===== config.mk =====
export PLATFORM = sky130hd
export DESIGN_NAME = i2c_byte_engine
export DESIGN_NICKNAME = d
export VERILOG_FILES = /design/src/rtl/i2c_byte_engine.sv
export SDC_FILE = /design/constraint.sdc
export NUM_CORES = 1
export LEC_CHECK = 0
export ABC_AREA = 1
export BUFFER_PORTS_ARGS = -buffer_cell sky130_fd_sc_hd__buf_4
export CORE_UTILIZATION = 53
export DETAILED_ROUTE_END_ITERATION = 10
export HOLD_SLACK_MARGIN = 0.06
export PLACE_DENSITY = 0.75
export SLEW_MARGIN = 20
export SYNTH_ARGS = -nofsm -noshare
export SYNTH_HDL_FRONTEND = slang
export SYNTH_SLANG_ARGS = --single-unit

===== constraint.sdc =====
create_clock -name clk -period 2.4 [get_ports clk]
set_input_delay 0.48 -clock clk [delete_from_list [all_inputs] [get_ports clk]]
set_output_delay 0.48 -clock clk [all_outputs]
set_load 0.05 [all_outputs]

===== src/rtl/i2c_byte_engine.sv =====
module i2c_byte_engine #(
  parameter int CNT_W = 16
) (
  input  logic             clk,
  input  logic             rst_n,
  input  logic [CNT_W-1:0] pause_len,
  input  logic             cmd_valid,
  output logic             cmd_ready,
  input  logic [1:0]       cmd_op,
  input  logic             cmd_last,
  input  logic [7:0]       cmd_wdata,
  output logic             done,
  output logic             ack_ok,
  output logic [7:0]       rx_data,
  input  logic             sda_in,
  output logic             scl_pull,
  output logic             sda_pull
);

  localparam logic [1:0] OP_START = 2'd0;
  localparam logic [1:0] OP_STOP  = 2'd1;
  localparam logic [1:0] OP_WRITE = 2'd2;
  localparam logic [1:0] OP_READ  = 2'd3;
  localparam logic [3:0] ACK_SLOT = 4'd8;

  typedef enum logic [2:0] {
    S_IDLE, S_START, S_STOP, S_LO, S_HI, S_TAIL, S_REL
  } st_t;

  st_t              st;
  logic [1:0]       sub;
  logic [3:0]       bitn;
  logic [CNT_W-1:0] cnt;
  logic [CNT_W-1:0] pause_q;
  logic [1:0]       op_q;
  logic             last_q;
  logic [7:0]       shreg;
  logic             tick;
  logic             is_read;

  assign cmd_ready = (st == S_IDLE);
  assign is_read   = (op_q == OP_READ);
  assign tick      = ({1'b0, cnt} + 1'b1) >= {1'b0, pause_q};

  always_ff @(posedge clk or negedge rst_n) begin
    if (!rst_n) begin
      st       <= S_IDLE;
      sub      <= '0;
      bitn     <= '0;
      cnt      <= '0;
      pause_q  <= '0;
      op_q     <= OP_START;
      last_q   <= 1'b0;
      shreg    <= '0;
      scl_pull <= 1'b0;
      sda_pull <= 1'b0;
      done     <= 1'b0;
      ack_ok   <= 1'b0;
      rx_data  <= '0;
    end else begin
      done <= 1'b0;
      if (st == S_IDLE) begin
        if (cmd_valid) begin
          op_q    <= cmd_op;
          last_q  <= cmd_last;
          shreg   <= cmd_wdata;
          pause_q <= pause_len;
          cnt     <= '0;
          sub     <= '0;
          bitn    <= '0;
          case (cmd_op)
            OP_START: begin
              st       <= S_START;
              sda_pull <= 1'b0;
            end
            OP_STOP: begin
              st       <= S_STOP;
              scl_pull <= 1'b1;
              sda_pull <= 1'b1;
            end
            OP_WRITE: begin
              st       <= S_LO;
              scl_pull <= 1'b1;
              sda_pull <= ~cmd_wdata[7];
            end
            default: begin
              st       <= S_LO;
              scl_pull <= 1'b1;
              sda_pull <= 1'b0;
            end
          endcase
        end
      end else if (!tick) begin
        cnt <= cnt + 1'b1;
      end else begin
        cnt <= '0;
        case (st)
          S_START: begin
            sub <= sub + 1'b1;
            case (sub)
              2'd0: scl_pull <= 1'b0;
              2'd1: sda_pull <= 1'b1;
              2'd2: scl_pull <= 1'b1;
              default: begin
                st   <= S_IDLE;
                done <= 1'b1;
              end
            endcase
          end
          S_STOP: begin
            sub <= sub + 1'b1;
            case (sub)
              2'd0: scl_pull <= 1'b0;
              2'd1: sda_pull <= 1'b0;
              default: begin
                st   <= S_IDLE;
                done <= 1'b1;
              end
            endcase
          end
          S_LO: begin
            st       <= S_HI;
            scl_pull <= 1'b0;
          end
          S_HI: begin
            scl_pull <= 1'b1;
            if (bitn == ACK_SLOT) begin
              st <= S_TAIL;
              if (!is_read) ack_ok <= ~sda_in;
            end else begin
              st    <= S_LO;
              bitn  <= bitn + 1'b1;
              shreg <= {shreg[6:0], sda_in};
              if (bitn == ACK_SLOT - 4'd1)
                sda_pull <= is_read ? ~last_q : 1'b0;
              else
                sda_pull <= is_read ? 1'b0 : ~shreg[6];
            end
          end
          S_TAIL: begin
            if (is_read) begin
              st       <= S_REL;
              sda_pull <= 1'b0;
            end else begin
              st   <= S_IDLE;
              done <= 1'b1;
            end
          end
          default: begin
            st      <= S_IDLE;
            done    <= 1'b1;
            rx_data <= shreg;
          end
        endcase
      end
    end
  end

endmodule


Word level (Yosys, flattened, before mapping)
Cells that the tools add are included.
{"block": "totals", "word_cells": 120, "input_bits": 31, "ff_bits": 64, "out_inout_bits": 13}
{"block": "classes", "bitwise": 7, "mux": 51, "n_reduce_logical": 21, "add_sub_neg": 4, "n_lt_le_gt_ge": 1, "n_eq_ne": 23}
{"operator": "$mux 16", "count": 3}
{"operator": "$mux 8", "count": 5}
{"operator": "$mux 3", "count": 7}
{"operator": "$ne 3x3->1 const B", "count": 7}
{"operator": "$mux 1", "count": 20}
{"operator": "$mux 4", "count": 5}
{"operator": "$add 16x1->17 const B", "count": 1}
{"operator": "$ge 17x16->1", "count": 1}
{"operator": "$add 16x1->16 const B", "count": 1}
{"operator": "$pmux 3 s5", "count": 1}
{"operator": "$pmux 1 s4", "count": 3}
{"operator": "$reduce_bool 5->1", "count": 2}
{"operator": "$mux 2", "count": 4}
{"operator": "$reduce_and 4->1", "count": 2}
{"operator": "$not 1->1", "count": 7}
{"operator": "$reduce_and 7->1", "count": 1}
{"operator": "$eq 2x2->1 const B", "count": 3}
{"operator": "$eq 3x2->1 const B", "count": 2}
{"operator": "$eq 3x3->1 const B", "count": 2}
{"operator": "$ne 2x2->1 const B", "count": 3}
{"operator": "$reduce_and 3->1", "count": 2}
{"operator": "$reduce_and 6->1", "count": 1}
{"operator": "$reduce_bool 2->1", "count": 3}
{"operator": "$reduce_or 2->1", "count": 3}
{"operator": "other kinds (15)", "count": 18}

Longest topological paths before layout
{"block": "logic_depth", "ltp_word": 7, "depth_mapped": 20, "mapped_depth_nobuf": 19}

Worst setup path after synthesis
No wires, ideal clock.
{"block": "synth_timing", "path_kind": "reg2reg", "from": "register cnt[0]", "to": "register st[0]", "synth_period_minus_slack_ns": 2.497, "slack_ns": -0.097, "required_time_ns": 2.283, "t_arrival_ns": 2.379, "path_stages_with_launch": 19, "n_path_buf": 1, "setup_ns": 0.117, "path_cell_list": "dfrtp_1 ha_1 nand3_1 inv_2 nand2_1 nor3_1 xor2_1 ha_1 nand2_1 inv_1 nand2_1 nand2_1 nand2_1 o21ai_0 nor2_2 nand3_4 buf_4 nand4_1 nand2_1"}
{"block": "synth_via", "elab_chain_cells": 4}
{"element": "start, declared", "line_no": "33", "text": "logic [CNT_W-1:0] cnt;"}
{"element": "start signal, assigned", "line_no": "94", "text": "cnt <= cnt + 1'b1;"}
{"element": "$add 16x1->17", "line_no": "43", "text": "assign tick = ({1'b0, cnt} + 1'b1) >= {1'b0, pause_q};"}
{"element": "$ge 17x16->1", "line_no": "43"}
{"element": "$reduce_bool 2->1 (no line)"}
{"element": "$reduce_and 4->1 (no line)"}
{"element": "end signal, assigned", "line_no": "47", "text": "st <= S_IDLE;"}
{"element": "end signal, assigned", "line_no": "73", "text": "st <= S_START;"}
{"element": "end signal, assigned", "line_no": "77", "text": "st <= S_STOP;"}
{"element": "end, declared", "line_no": "30", "text": "st_t st;"}
Every way passes these cells.
A chain may end at the register's enable or synchronous reset.

Final worst setup path
{"block": "layout_timing", "from": "register cnt[0]", "to": "register ack_ok"}
{"block": "layout_via", "elab_chain_cells": 3}
{"element": "$add 16x1->17", "line_no": "43"}
{"element": "$ge 17x16->1", "line_no": "43"}
{"element": "$reduce_and 5->1 (no line)"}
{"element": "end signal, assigned", "line_no": "129", "text": "if (!is_read) ack_ok <= ~sda_in;"}
{"element": "end, declared", "line_no": "13", "text": "output logic ack_ok,"}
Every way passes these cells.

==> impl_metrics.sql <==
INSERT INTO impl_metrics (metric_group, metric, value, unit) VALUES
('run_status', 'run_status', 'finished, violations left', ''),
('run_status', 'violations_in_the_final_reports', 'negative setup slack', ''),
('detailed_routing', 'drcViolationCount', '0', ''),
('setup_path', 'critical_path.slowest_cell', 'sky130_fd_sc_hd__dfrtp_1', ''),
('pwr', 'p_per_area', '1000', 'mW/mm2'),
('global_routing', 'grt_remaining_overflow', '0', ''),
('clock_tree', 'cts_buffer_count', '9', ''),
('sta', 'timing.hold.ws', '220', 'ps'),
('logic_synthesis', 'syn-cell-area', '0.00392', 'mm2'),
('global_routing', 'grt_pass1_wl', '15.4', 'mm'),
('logic_synthesis', 'yosysUniqueCellTypes', '35', ''),
('logic_synthesis', 'seq_area_frac_synth', '0.408', ''),
('worst_hold_path', 'worst_hold_path_type', 'primary input to asynchronous set/reset pin', ''),
('clock_tree', 'clk_path_buf_depth', '2', ''),
('detailed_routing', 'drt_pre_antenna_iters', '5', ''),
('sta', 'layout_setup_ws', '-293', 'ps'),
('die', 'core-area', '0.00698', 'mm2'),
('placement', 'placement.io_buffers', '43', ''),
('sta', 'setup_viol', '45', ''),
('global_routing', 'globalRouteTotalUtil', '0.259', ''),
('clock_tree', 'tritoncts', 'yes', ''),
('die', 'number_of_placement_rows', '30', ''),
('global_routing', 'grt_pass1_vias', '3439', ''),
('clock_tree', 'insertion_delay', '350', 'ps'),
('placement', 'finalWeightedCongestion', '0.937', ''),
('placement', 'place.detailed.instances', '658', ''),
('setup_path', 'path_delay_family', 'simple AND/OR/NAND/NOR gates', ''),
('setup_path', 'setup.worst_path.end_class', 'flop', ''),
('global_routing', 'grt_busiest_layer', 'met2', ''),
('logic_synthesis', 'ys_seq_elements', '64', ''),
('logic_synthesis', 'synthesis.nets', '553', ''),
('sta', 'finalHoldViolations', '0', ''),
('finish', 'final-instance-count-excl-fill', '685', ''),
('finish', 'layout.nets', '643', ''),
('finish', 'final.fill_count', '538', ''),
('die', 'die_h', '88.0', 'um'),
('sta', 'tns', '-10870', 'ps'),
('clock_tree', 'htree_num_levels', '3', ''),
('finish', 'area_grow_syn2layout', '30.0', '%'),
('logic_synthesis', 'yosys_warnings', '0', ''),
('pwr', 'p_leak', '2.64', 'nW'),
('sta', 'fin_worst_skew', '10.8', 'ps'),
('sta', 'layout_min_cycle_time', '2690', 'ps'),
('sta', 'timing_max_transition_violations_final', '0', ''),
('die', 'die_width', '88.0', 'um'),
('flow_run', 'cap_violations', '0', ''),
('global_routing', 'number_of_antenna_violations_at_the_first_check_in_global_routing', '0', ''),
('setup_path', 'worstSetupStartpointType', 'flop', ''),
('detailed_routing', 'post_detailed_route_wirelength_per_cell', '13.6', 'um'),
('global_routing', 'met3_usage', '0.0537', ''),
('logic_synthesis', 'netlist_instances', '494', ''),
('finish', 'antennaDiodeCount', '0', ''),
('sta', 'tightestPinTransition', '818', 'ps'),
('sta', 'max_freq', '371', 'MHz'),
('setup_path', 'reg2reg_from', 'cnt[0]$_DFFE_PN0P_', ''),
('logic_synthesis', 'syn-mean-instance-area', '7.94', 'um2'),
('detailed_routing', 'routed_via_density', '5.19', ''),
('global_routing', 'met1_usage', '0.337', ''),
('sta', 'worst_slew_margin_relative_to_its_limit', '0.455', ''),
('setup_path', 'worstPathBufferInverterCount', '3', ''),
('logic_synthesis', 'synthFlopType', 'sky130_fd_sc_hd__dfrtp_1', ''),
('setup_path', 'rr_worst_depth', '18', ''),
('setup_path', 'critPathMaxStageDelay', '420', 'ps'),
('die', 'floorplan.die_area', '0.00775', 'mm2'),
('global_routing', 'grt_max_degree', '65', ''),
('clock_tree', 'worst_setup_hold_path_clk_slew', '80', 'ps'),
('pwr', 'vdd.ir_drop.worst', '0.580', 'mV'),
('setup_path', 'crit_type', 'flop to flop', ''),
('setup_path', 'regToRegEndpoint', 'ack_ok$_DFFE_PN0P_', ''),
('die', 'boundaryPins', '44', ''),
('detailed_routing', 'detailed_route_iter0_violations', '194', '');
[layer usage]
layer / vias to the layer above / wire length, um
met5: - / 0
met4: 0 / 189
met3: 24 / 592
met2: 131 / 4510
met1: 1645 / 4040
li1: 1753 / -
[worst reg2reg max path: stages, from the launching register on]
cell and delay (ps):
sky130_fd_sc_hd__dfrtp_1 420, sky130_fd_sc_hd__buf_6 130, sky130_fd_sc_hd__nand3_4 90, sky130_fd_sc_hd__inv_4 80, sky130_fd_sc_hd__nand3_4 80, sky130_fd_sc_hd__nor2_4 160
sky130_fd_sc_hd__nand3_2 90, sky130_fd_sc_hd__xor2_2 170, sky130_fd_sc_hd__ha_1 300, sky130_fd_sc_hd__nand2_1 70, sky130_fd_sc_hd__nor2_2 130, sky130_fd_sc_hd__nand2_2 90
sky130_fd_sc_hd__o21ai_2 190, sky130_fd_sc_hd__nor2_4 60, sky130_fd_sc_hd__buf_4 160, sky130_fd_sc_hd__nand2_8 100, sky130_fd_sc_hd__nand3_1 110, sky130_fd_sc_hd__nand2_1 70
sky130_fd_sc_hd__o21ai_0 70
[repair_timing]
action                                 in CTS  in global routing
cloned                                      2                  0
endpoints found under the hold margin       0                  0
buffers inserted                            6                  3
pin swaps                                   8                  3
resized for setup                          29                 18
setup endpoints to repair                  45                 45
[sequential cells by signal (all words and copies together) (netlist names)]
name,cells
ack_ok,1
shreg,8
sda_pull,1
done,1
scl_pull,1
last_q,1
rx_data,8
op_q,2
bitn,4
cnt,16
sub,2
pause_q,16
st,3
[Yosys cell counts, drive strengths merged, types with 2 or more instances]
cell type	instances	area (um2)
a21oi	25	125
buf	13	105
clkbuf	4	15.0
dfrtp	64	1600
ha	28	350
inv	77	289
mux2	2	22.5
nand2	121	472
nand3	20	118
nand4	20	125
nor2	49	194
nor3	5	25.0
o211ai	2	15.0
o21ai	32	164
o22ai	8	100
or2	3	21.3
xor2	15	131
[metrics by stage]
stage               area [um2]  utilization
global placement          4620        0.661
detailed placement        4620        0.661
global route              5100        0.730
floorplan                 3980            -
finish                    5100        0.730
CTS                       5010        0.718
[final cells by class]
cell class                 instances  area (um2)  share of cell area
sequential                        64        1600               0.314
multi-input combinational        337        2150               0.422
clock inverter                     7        72.6              0.0142
clock buffer                       9         124              0.0243
inverter                          77         294              0.0577
tap                               96         120              0.0236
timing repair buffer              95         732               0.144
[power breakdown]
part | switching (mW) | internal, mW | total [mW]
clock | 0.459 | 0.477 | 0.936
sequential | 0.226 | 1.39 | 1.62
combinational | 1.59 | 0.948 | 2.54
[logic make-up after synthesis]
logic type,synth area share
mux,0.00829
xor+xnor,0.0357
compound gates,0.109
flops,0.408
simple gates,0.245
buf+inv,0.104
fa+ha+maj,0.0893
[cells in the final DEF (no fill, tap or decap), types with 4 or more instances in the layout]
master,Yosys,final
sky130_fd_sc_hd__nand2_1,116,105
sky130_fd_sc_hd__buf_4,1,90
sky130_fd_sc_hd__inv_1,73,71
sky130_fd_sc_hd__dfrtp_1,64,63
sky130_fd_sc_hd__nor2_1,47,42
sky130_fd_sc_hd__ha_1,28,27
sky130_fd_sc_hd__a21oi_1,25,25
sky130_fd_sc_hd__nand4_1,20,20
sky130_fd_sc_hd__o21ai_0,18,17
sky130_fd_sc_hd__nand3_1,18,12
sky130_fd_sc_hd__o21ai_1,13,12
sky130_fd_sc_hd__nand2_2,4,12
sky130_fd_sc_hd__xor2_1,15,11
sky130_fd_sc_hd__clkbuf_8,0,9
sky130_fd_sc_hd__o22ai_2,8,8
sky130_fd_sc_hd__nand3_4,1,6
sky130_fd_sc_hd__clkinvlp_4,0,5
sky130_fd_sc_hd__buf_6,6,5
sky130_fd_sc_hd__nor2_4,1,4
sky130_fd_sc_hd__xor2_2,0,4
sky130_fd_sc_hd__inv_2,4,4
[how the worst max path moves through the flow]
stage,start,end,slack (ps),depth (start not counted)
2_1_floorplan,cnt[0]$_DFFE_PN0P_,bitn[2]$_DFFE_PN0P_,6,17
3_3_place_gp,cnt[0]$_DFFE_PN0P_,rx_data[6]$_DFFE_PN0P_,-290,16
3_5_place_dp,cnt[1]$_DFFE_PN0P_,rx_data[6]$_DFFE_PN0P_,-400,19
4_1_cts,cnt[1]$_DFFE_PN0P_,sub[0]$_DFFE_PN0P_,-220,18
5_1_grt,cnt[3]$_DFFE_PN0P_,sub[0]$_DFFE_PN0P_,-450,16
6_report,cnt[0]$_DFFE_PN0P_,ack_ok$_DFFE_PN0P_,-290,18
Power figures use the tool's default switching activity.
